===== src/rtl/cmd_pkg.sv =====
package cmd_pkg;
    localparam int ADDR_W = 24;
    localparam int DATA_W = 8;
    localparam int OFF_W  = 22;
    localparam int NREG   = 5;
    localparam int IO_W   = 10;
    localparam int DRAM_W = 12;

    typedef enum logic [2:0] {
        RG_ROM  = 3'd0,
        RG_BRAM = 3'd1,
        RG_DRAM = 3'd2,
        RG_IO   = 3'd3,
        RG_NONE = 3'd4
    } region_e;

    typedef struct packed {
        logic             hit;
        logic [OFF_W-1:0] off;
    } hit_t;
endpackage


===== src/rtl/cmd_rom_map.sv =====
module cmd_rom_map
    import cmd_pkg::*;
#(
    parameter int VEC_LSB = 6
) (
    input  logic              map_mode,
    input  logic [ADDR_W-1:0] addr,
    output hit_t              rom,
    output logic              vec_win
);
    localparam int WIN_HI_W = 16 - VEC_LSB;

    logic [OFF_W-1:0]    off_m0;
    logic [OFF_W-1:0]    off_m1;
    logic [WIN_HI_W-1:0] win_page;

    // map 0 folds each 32 KB half-bank together, map 1 is linear
    assign off_m0   = {1'b0, addr[21:16], addr[14:0]};
    assign off_m1   = addr[21:0];
    assign win_page = {map_mode, {(WIN_HI_W-1){1'b1}}};

    always_comb begin
        rom.hit = (!addr[22] && addr[15]) || (addr[23:22] == 2'b11);
        rom.off = map_mode ? off_m1 : off_m0;
        vec_win = !addr[23] && (addr[21:16] == 6'd0) &&
                  (addr[15:VEC_LSB] == win_page);
    end
endmodule


===== src/rtl/cmd_bram_map.sv =====
module cmd_bram_map
    import cmd_pkg::*;
(
    input  logic              map_mode,
    input  logic [ADDR_W-1:0] addr,
    output hit_t              bram
);
    hit_t m0;
    hit_t m1;

    always_comb begin
        // map 0: banks 70-77, lower half of each bank
        m0.hit = (addr[23:19] == 5'b01110) && !addr[15];
        m0.off = {4'd0, addr[18:16], addr[14:0]};
        // map 1: banks 30-3f / b0-bf, 8 KB page at 6000
        m1.hit = (addr[22:20] == 3'b011) && (addr[15:13] == 3'b011);
        m1.off = {5'd0, addr[19:16], addr[12:0]};
        bram   = map_mode ? m1 : m0;
    end
endmodule


===== src/rtl/cmd_int_map.sv =====
module cmd_int_map
    import cmd_pkg::*;
(
    input  logic              map_mode,
    input  logic [ADDR_W-1:0] addr,
    output hit_t              dram,
    output hit_t              io
);
    logic page_ok;
    logic bank_ok;
    logic io_page;
    logic unused_bits;

    assign unused_bits = ^{addr[23], addr[19:16], addr[12]};

    always_comb begin
        page_ok  = !addr[22] && (addr[15:13] == 3'b011);
        bank_ok  = !(map_mode && (addr[21:20] == 2'b11));
        io_page  = (addr[11:10] == 2'b11);
        dram.hit = page_ok && bank_ok && !io_page;
        dram.off = {{(OFF_W-DRAM_W){1'b0}}, addr[DRAM_W-1:0]};
        io.hit   = page_ok && bank_ok && io_page;
        io.off   = {{(OFF_W-IO_W){1'b0}}, addr[IO_W-1:0]};
    end
endmodule


===== src/rtl/cart_map_decoder.sv =====
module cart_map_decoder
    import cmd_pkg::*;
#(
    parameter int              VEC_BYTES   = 64,
    parameter logic [IO_W-1:0] IO_VEC_BASE = 10'h340
) (
    input  logic              map_mode,
    input  logic              cop_busy,
    input  logic              cop_active,
    input  logic              ram_fitted,
    input  logic [ADDR_W-1:0] host_addr,
    input  logic              host_rd,
    input  logic              host_wr,
    input  logic [DATA_W-1:0] bus_in,
    output logic [NREG-1:0]   region_sel,
    output logic [OFF_W-1:0]  region_off,
    output logic              rom_rd,
    output logic              bram_rd,
    output logic              bram_wr,
    output logic              dram_rd,
    output logic              dram_wr,
    output logic              io_rd,
    output logic              io_wr,
    output logic              local_rd_valid,
    output logic [DATA_W-1:0] local_rd_data
);
    localparam int VEC_LSB = $clog2(VEC_BYTES);

    hit_t    rom_h, bram_h, dram_h, io_h;
    logic    vec_win;
    logic    owned;
    region_e rg;
    logic    redirect;

    cmd_rom_map #(.VEC_LSB(VEC_LSB)) u_rom (
        .map_mode (map_mode),
        .addr     (host_addr),
        .rom      (rom_h),
        .vec_win  (vec_win)
    );

    cmd_bram_map u_bram (
        .map_mode (map_mode),
        .addr     (host_addr),
        .bram     (bram_h)
    );

    cmd_int_map u_int (
        .map_mode (map_mode),
        .addr     (host_addr),
        .dram     (dram_h),
        .io       (io_h)
    );

    assign owned = cop_busy && !cop_active;

    // region choice, fixed priority
    always_comb begin
        rg         = RG_NONE;
        redirect   = 1'b0;
        region_off = '0;
        if (rom_h.hit) begin
            if (host_rd && owned && vec_win) begin
                rg                   = RG_IO;
                redirect             = 1'b1;
                region_off[IO_W-1:0] = IO_VEC_BASE |
                    {{(IO_W-VEC_LSB){1'b0}}, host_addr[VEC_LSB-1:0]};
            end else begin
                rg         = RG_ROM;
                region_off = rom_h.off;
            end
        end else if (bram_h.hit) begin
            rg         = RG_BRAM;
            region_off = bram_h.off;
        end else if (dram_h.hit) begin
            rg         = RG_DRAM;
            region_off = dram_h.off;
        end else if (io_h.hit) begin
            rg         = RG_IO;
            region_off = io_h.off;
        end
    end

    for (genvar g = 0; g < NREG; g++) begin : g_sel
        assign region_sel[g] = (rg == region_e'(g));
    end

    // strobes and locally supplied read data
    always_comb begin
        rom_rd         = 1'b0;
        bram_rd        = 1'b0;
        bram_wr        = 1'b0;
        dram_rd        = 1'b0;
        dram_wr        = 1'b0;
        io_rd          = 1'b0;
        io_wr          = 1'b0;
        local_rd_valid = 1'b0;
        local_rd_data  = '0;
        unique case (rg)
            RG_ROM: begin
                rom_rd         = host_rd && !owned;
                local_rd_valid = host_rd && owned;
                local_rd_data  = owned ? bus_in : '0;
            end
            RG_BRAM: begin
                bram_rd        = host_rd && ram_fitted;
                bram_wr        = host_wr && ram_fitted;
                local_rd_valid = host_rd && !ram_fitted;
            end
            RG_DRAM: begin
                dram_rd = host_rd;
                dram_wr = host_wr;
            end
            RG_IO: begin
                io_rd = host_rd;
                io_wr = host_wr && !redirect;
            end
            RG_NONE: begin
                local_rd_valid = host_rd;
            end
            default: begin
                local_rd_valid = 1'b0;
            end
        endcase
    end
endmodule


===== config.mk =====
export PLATFORM = sky130hd
export DESIGN_NAME = cart_map_decoder
export DESIGN_NICKNAME = d
export VERILOG_FILES = /design/src/rtl/cmd_pkg.sv /design/src/rtl/cmd_rom_map.sv /design/src/rtl/cmd_bram_map.sv /design/src/rtl/cmd_int_map.sv /design/src/rtl/cart_map_decoder.sv
export SDC_FILE = /design/constraint.sdc
export NUM_CORES = 1
export LEC_CHECK = 0
export BUFFER_PORTS_ARGS = -buffer_cell sky130_fd_sc_hd__buf_2
export CAP_MARGIN = 5
export CORE_MARGIN = 1.5
export CORE_UTILIZATION = 35
export DETAILED_ROUTE_END_ITERATION = 8
export PLACE_DENSITY = 0.63
export SYNTH_ARGS = -nofsm -noshare
export SYNTH_HDL_FRONTEND = slang
export SYNTH_HIERARCHICAL = 1
export SYNTH_SLANG_ARGS = --single-unit

===== constraint.sdc =====
create_clock -name vclk -period 4.1
set_input_delay 0.41 -clock vclk [all_inputs]
set_output_delay 0.41 -clock vclk [all_outputs]
set_load 0.02 [all_outputs]

==> impl_metrics.toml, run 1 <==
[finish]
clock_buffers = 0
finish.net_count = 311
diodes = 0
seq_cell_count = 0
area_growth_pct = -3.825
drive_above_1_share_pct = 49.45
seq_area_um2 = 0

[global_route]
grt_pass1_vias = 1583
grt_antenna_before_repair = 0
grt_pass1_wl_um = 7514
grt_remaining_overflow = 0
grt_max_degree = 39
grt_use_total_pct = 14.32

[power_and_ir_drop]
comb_power_share_pct = 100.0
ir_worst_vdd_mv = 0.03074
p_leak_nw = 0.9429
pwr-share-clk_pct = 0
powerDensity_nw_per_um2 = 93.09
p_sw_mw = 0.1094
p_int_mw = 0.07216
power_frac_seq_pct = 0
p_total_mw = 0.1816
switching_share_pct = 60.26

[setup_path]
cp_data_required_time_ns = 3.69
worstPathCellList = "buf_2, or4b_4, a211oi_4, buf_4, a221oi_2, o31ai_2, buf_2"
cp-end-kind = "primary output"
crit_path_start_kind = "primary input"
critPathMaxFanout = 25
critPathBufInv = 3
crit_slowest_cell = "a211oi_4"
max_stage_delay_ns = 0.66
critPathArrivalTime_ns = 2.84
cpMostUsedCell = "buf_2"
worstSetupPathType = "primary input to primary output"
critPathTopFamily = "compound AO/OA/AOI/OAI gates"

[timing]
finalCriticalPeriod_ns = 3.248
fmax_ghz = 0.3079
max_slew.worst_pin.slew_ns = 0.7320
finalHoldViolCount = 0
fin_tns_setup_ns = 0
fin_ws_ns = 0.8523
min_period_over_period_pct = 79.21
slew_viol_final = 0
setup_violations = 0
slew_headroom_pct = 51.10
rsz0062_at_grt = "no"

[floorplan]
core_area_um2 = 5540
initial_utilization_pct = 36.61
die_y_um = 79.13
io_pins = 81
die_w_um = 79.13
fp-row-count = 27
die_area_um2 = 6261

[hold_path]
hp-start = "bus_in[3]"
min_path_type = "primary input to primary output"
min_to = "local_rd_data[3]"
min_delay_path_depth = 3

[clock_network]
cts_setup_buffers = 0
cts_hold_buf = 0
cts.repair.resized = 0

[place]
portBuffers = 81
gp_congestion = 0.7790
post-dp-hpwl_um = 3466
dp_slack_ns = 0.8480

[detailed_routing]
drt_iter0_drc = 56
wirelength_um = 4627
vias = 1694
wl_per_cell_um = 13.49
antenna_left = 0
post_drt_via_cell_ratio = 4.939
remaining_drc_errors = 0
drt-pass1-iter-count = 4

[synthesis]
synthTopCellsByArea = "buf_4 (29%), a221oi_2 (8.9%), o31ai_2 (7.4%), nand3_1 (5.9%), mux2_2 (5.6%)"
yosys.area.top_type_share_pct = 28.50
synth_warnings = 6
synth.distinct_cells = 45
seq_area_frac_synth_pct = 0
syn-instance-count = 258
post-synth-top-area-cell = "buf_4"
postSynthAreaPerCell_um2 = 7.861
synth_most_common_cell = "buf_4"
synthTopCellsByCount = "buf_4 (77), nand3_1 (24), buf_2 (13), nor2b_1 (13)"
syn_area_um2 = 2028

[job]
cap_violations = 0

[status]
status = "finished, final reports clean"
-- per-stage QoR --
stage / instances / hold WS [ns] / area [um^2] / util (%)
after floorplan: 282 / 0.9516 / 2118 / -
after global placement: 343 / 1.130 / 1951 / 35.21
after detailed placement: 343 / 1.137 / 1951 / 35.21
after CTS: 343 / 1.137 / 1951 / 35.21
after global routing: 343 / 1.157 / 1951 / 35.21
final: 343 / 1.136 / 1951 / 35.21
-- worst min-delay path, delay by kind of cell --
kind                   cells  cell delay (ns)
buffers and inverters      2             0.22
and+or+nand+nor            1             0.10
-- routing by layer --
layer	GRT usage (%)	up-vias	share of wire, %
met5	0	-	0
met3	0.5747	4	3.2
li1	-	870	-
met4	2.456	0	0.82
met2	26.58	36	50
met1	18.37	784	46
-- power by group through the flow --
| stage | clock (mW) | combinational [mW] | sequential (mW) |
|---|---|---|---|
| global placement | 0 | 0.179 | 0 |
| floorplan | 0 | 0.173 | 0 |
| CTS | 0 | 0.182 | 0 |
| global route | 0 | 0.199 | 0 |
| detailed placement | 0 | 0.182 | 0 |
| finish | 0 | 0.182 | 0 |
-- cells by family after synthesis --
family / count (synthesis) / synth area share [%]
AND/OR/NAND/NOR: 79 / 25.11
multiplexers: 11 / 6.107
AO/OA/AOI/OAI: 59 / 31.28
buffers and inverters: 106 / 36.71
XOR/XNOR: 1 / 0.4319
other: 2 / 0.3703
-- placed cells by master (no fill, tap or decap), types with 3 or more instances in the layout --
cell	n
a21o_1	6
buf_4	4
nand3_1	24
a221oi_2	12
o31ai_2	12
nand4b_1	3
and3_1	4
conb_1	26
mux2_2	10
a221o_1	3
buf_2	81
o221a_2	3
nor2b_1	13
and2_1	11
nand2_1	7
a21oi_1	4
a221oi_1	6
o211ai_1	6
inv_1	10
-- how the worst max path moves through the flow --
stage / cells past startpoint / to / start / slack [ns]
floorplan: 7 / region_off[13] / map_mode / 1.45
global placement: 7 / region_off[20] / map_mode / 0.86
detailed placement: 7 / region_off[17] / map_mode / 0.85
CTS: 7 / region_off[17] / map_mode / 0.84
global route: 7 / region_off[0] / map_mode / 0.70
finish: 7 / region_off[17] / map_mode / 0.85
-- area by class of cell --
type	count	area [um^2]
fillers	638	3590
multi-input cells	176	1388
repair buffers	85	435.4
well taps	72	90.09
inverters	10	37.54
Power figures use the tool's default switching activity.
==> run 2, diff against run 1 <==
--- a/config.mk
+++ b/config.mk
@@ -10,7 +10,7 @@
 export CORE_MARGIN = 1.5
 export CORE_UTILIZATION = 35
 export DETAILED_ROUTE_END_ITERATION = 8
-export PLACE_DENSITY = 0.63
+export PLACE_DENSITY = 0.65
 export SYNTH_ARGS = -nofsm -noshare
 export SYNTH_HDL_FRONTEND = slang
 export SYNTH_HIERARCHICAL = 1
==> constraint.sdc (replaced) <==
create_clock -name vclk -period 2.8
set_input_delay 0.28 -clock vclk [all_inputs]
set_output_delay 0.28 -clock vclk [all_outputs]
set_load 0.02 [all_outputs]
==> run 2 against run 1 <==
Net effect: core utilization is 1.2 points higher; setup slack worse by 0.48 ns; die area stayed put; total power is 48% higher; non-clock buffer count up 7; wire length is 0.91% lower; combinational power increased by 48%; highest routed layer unchanged.
==> impl_metrics.toml, run 2 (same netlist as run 1, synthesis figures left out) <==
[power_and_ir_drop]
powerDensity_nw_per_um2 = 133.7
p_leak_nw = 0.9811
p_total_mw = 0.2695
ir_worst_vdd_mv = 0.04807

[global_route]
grt_remaining_overflow = 0
grt_pass1_wl_um = 7369
grt_use_total_pct = 13.96
grt_antenna_before_repair = 0
grt_pass1_vias = 1460
grt_max_degree = 31

[finish]
finish.net_count = 318
diodes = 0
fin_util_pct = 36.38
final_area_um2 = 2016
drive_above_1_share_pct = 50.72
final_cell_mix = "buf_2 (81), conb_1 (26), nand3_1 (24)"
clock_buffers = 0
final_common_cell = "buf_2"
seq_cell_count = 0
area_growth_pct = -0.6171
fill_cells = 596
seq_area_um2 = 0

[floorplan]
io_pins = 81
fp-row-count = 27
core_area_um2 = 5540
initial_utilization_pct = 36.61
die_area_um2 = 6261
die_y_um = 79.13
die_w_um = 79.13

[timing]
finalHoldViolCount = 0
slew_headroom_pct = 62.81
setup_violations = 0
fin_tns_setup_ns = 0
max_slew.worst_pin.slew_ns = 0.5578
min_period_over_period_pct = 86.77
finalCriticalPeriod_ns = 2.430
fmax_ghz = 0.4116
slew_viol_final = 0
fin_ws_ns = 0.3703
rsz0062_at_grt = "no"

[hold_path]
min_path_type = "primary input to primary output"

[detailed_routing]
drt_iter0_drc = 69
post_drt_via_cell_ratio = 4.789
vias = 1676
wirelength_um = 4585
drt-pass1-iter-count = 4
remaining_drc_errors = 0
antenna_left = 0
wl_per_cell_um = 13.10

[place]
dp_slack_ns = 0.3834
portBuffers = 81
placed_area_um2 = 2016
post-dp-hpwl_um = 3545
gp_congestion = 0.7702

[setup_path]
cp_data_required_time_ns = 2.52
critPathBufInv = 3
worstPathCellList = "buf_2, or4b_4, a211oi_4, buf_12, a221oi_2, o31ai_2, buf_2"
cpMostUsedCell = "buf_2"
critPathArrivalTime_ns = 2.15
critPathMaxFanout = 30
worstSetupPathType = "primary input to primary output"
max_stage_delay_ns = 0.53
crit_path_start_kind = "primary input"
critPathTopFamily = "compound AO/OA/AOI/OAI gates"
crit_slowest_cell = "or4b_4"
cp-end-kind = "primary output"

[clock_network]
cts_setup_buffers = 0
cts.repair.resized = 0
cts_hold_buf = 0

[job]
cap_violations = 0

[status]
status = "finished, final reports clean"
run 2: changes by cell type in the layout (fill, tap and decap cells not counted), sizes merged:
cell  previous run  this run
buf             85        92
run 2: layout make-up:
type | count | area (um^2) | share of cell area, %
repair buffers | 92 | 500.5 | 24.83
well taps | 72 | 90.09 | 4.469
multi-input cells | 176 | 1388 | 68.84
inverters | 10 | 37.54 | 1.862
run 2: report_power, final:
group | internal (mW) | total [mW] | switching [mW] | leakage, nW
registers | 0 | 0 | 0 | 0
logic | 0.109 | 0.270 | 0.160 | 0.981
clock network | 0 | 0 | 0 | 0
total | 0.109 | 0.270 | 0.160 | 0.981
run 2: final timing paths:
check     startpoint                to  slack (ns)  cells after the start
max    host_addr[19]    region_off[17]        0.37                      7
min        bus_in[0]  local_rd_data[0]        0.88                      3
run 2: through the flow:
stage          hold slack [ns]  instances
2_1_floorplan           0.6916        282
3_3_place_gp            0.8776        350
3_5_place_dp            0.8779        350
4_1_cts                 0.8779        350
5_1_grt                 0.8892        350
6_report                0.8765        350
run 2: tightest hold or removal path: cells and delay by family:
| family | cells | cell delay, ns |
|---|---|---|
| and+or+nand+nor | 1 | 0.10 |
| buffers and inverters | 2 | 0.22 |
run 2: layer usage:
layer,routed length (um),vias to the layer above,global-route usage (%),part of all wire [%]
li1,-,881,-,-
met1,2147,751,19.52,47
met2,2181,42,24.62,48
met3,238,2,0.8046,5.2
met5,0,-,0,0
met4,18,0,0.5263,0.39
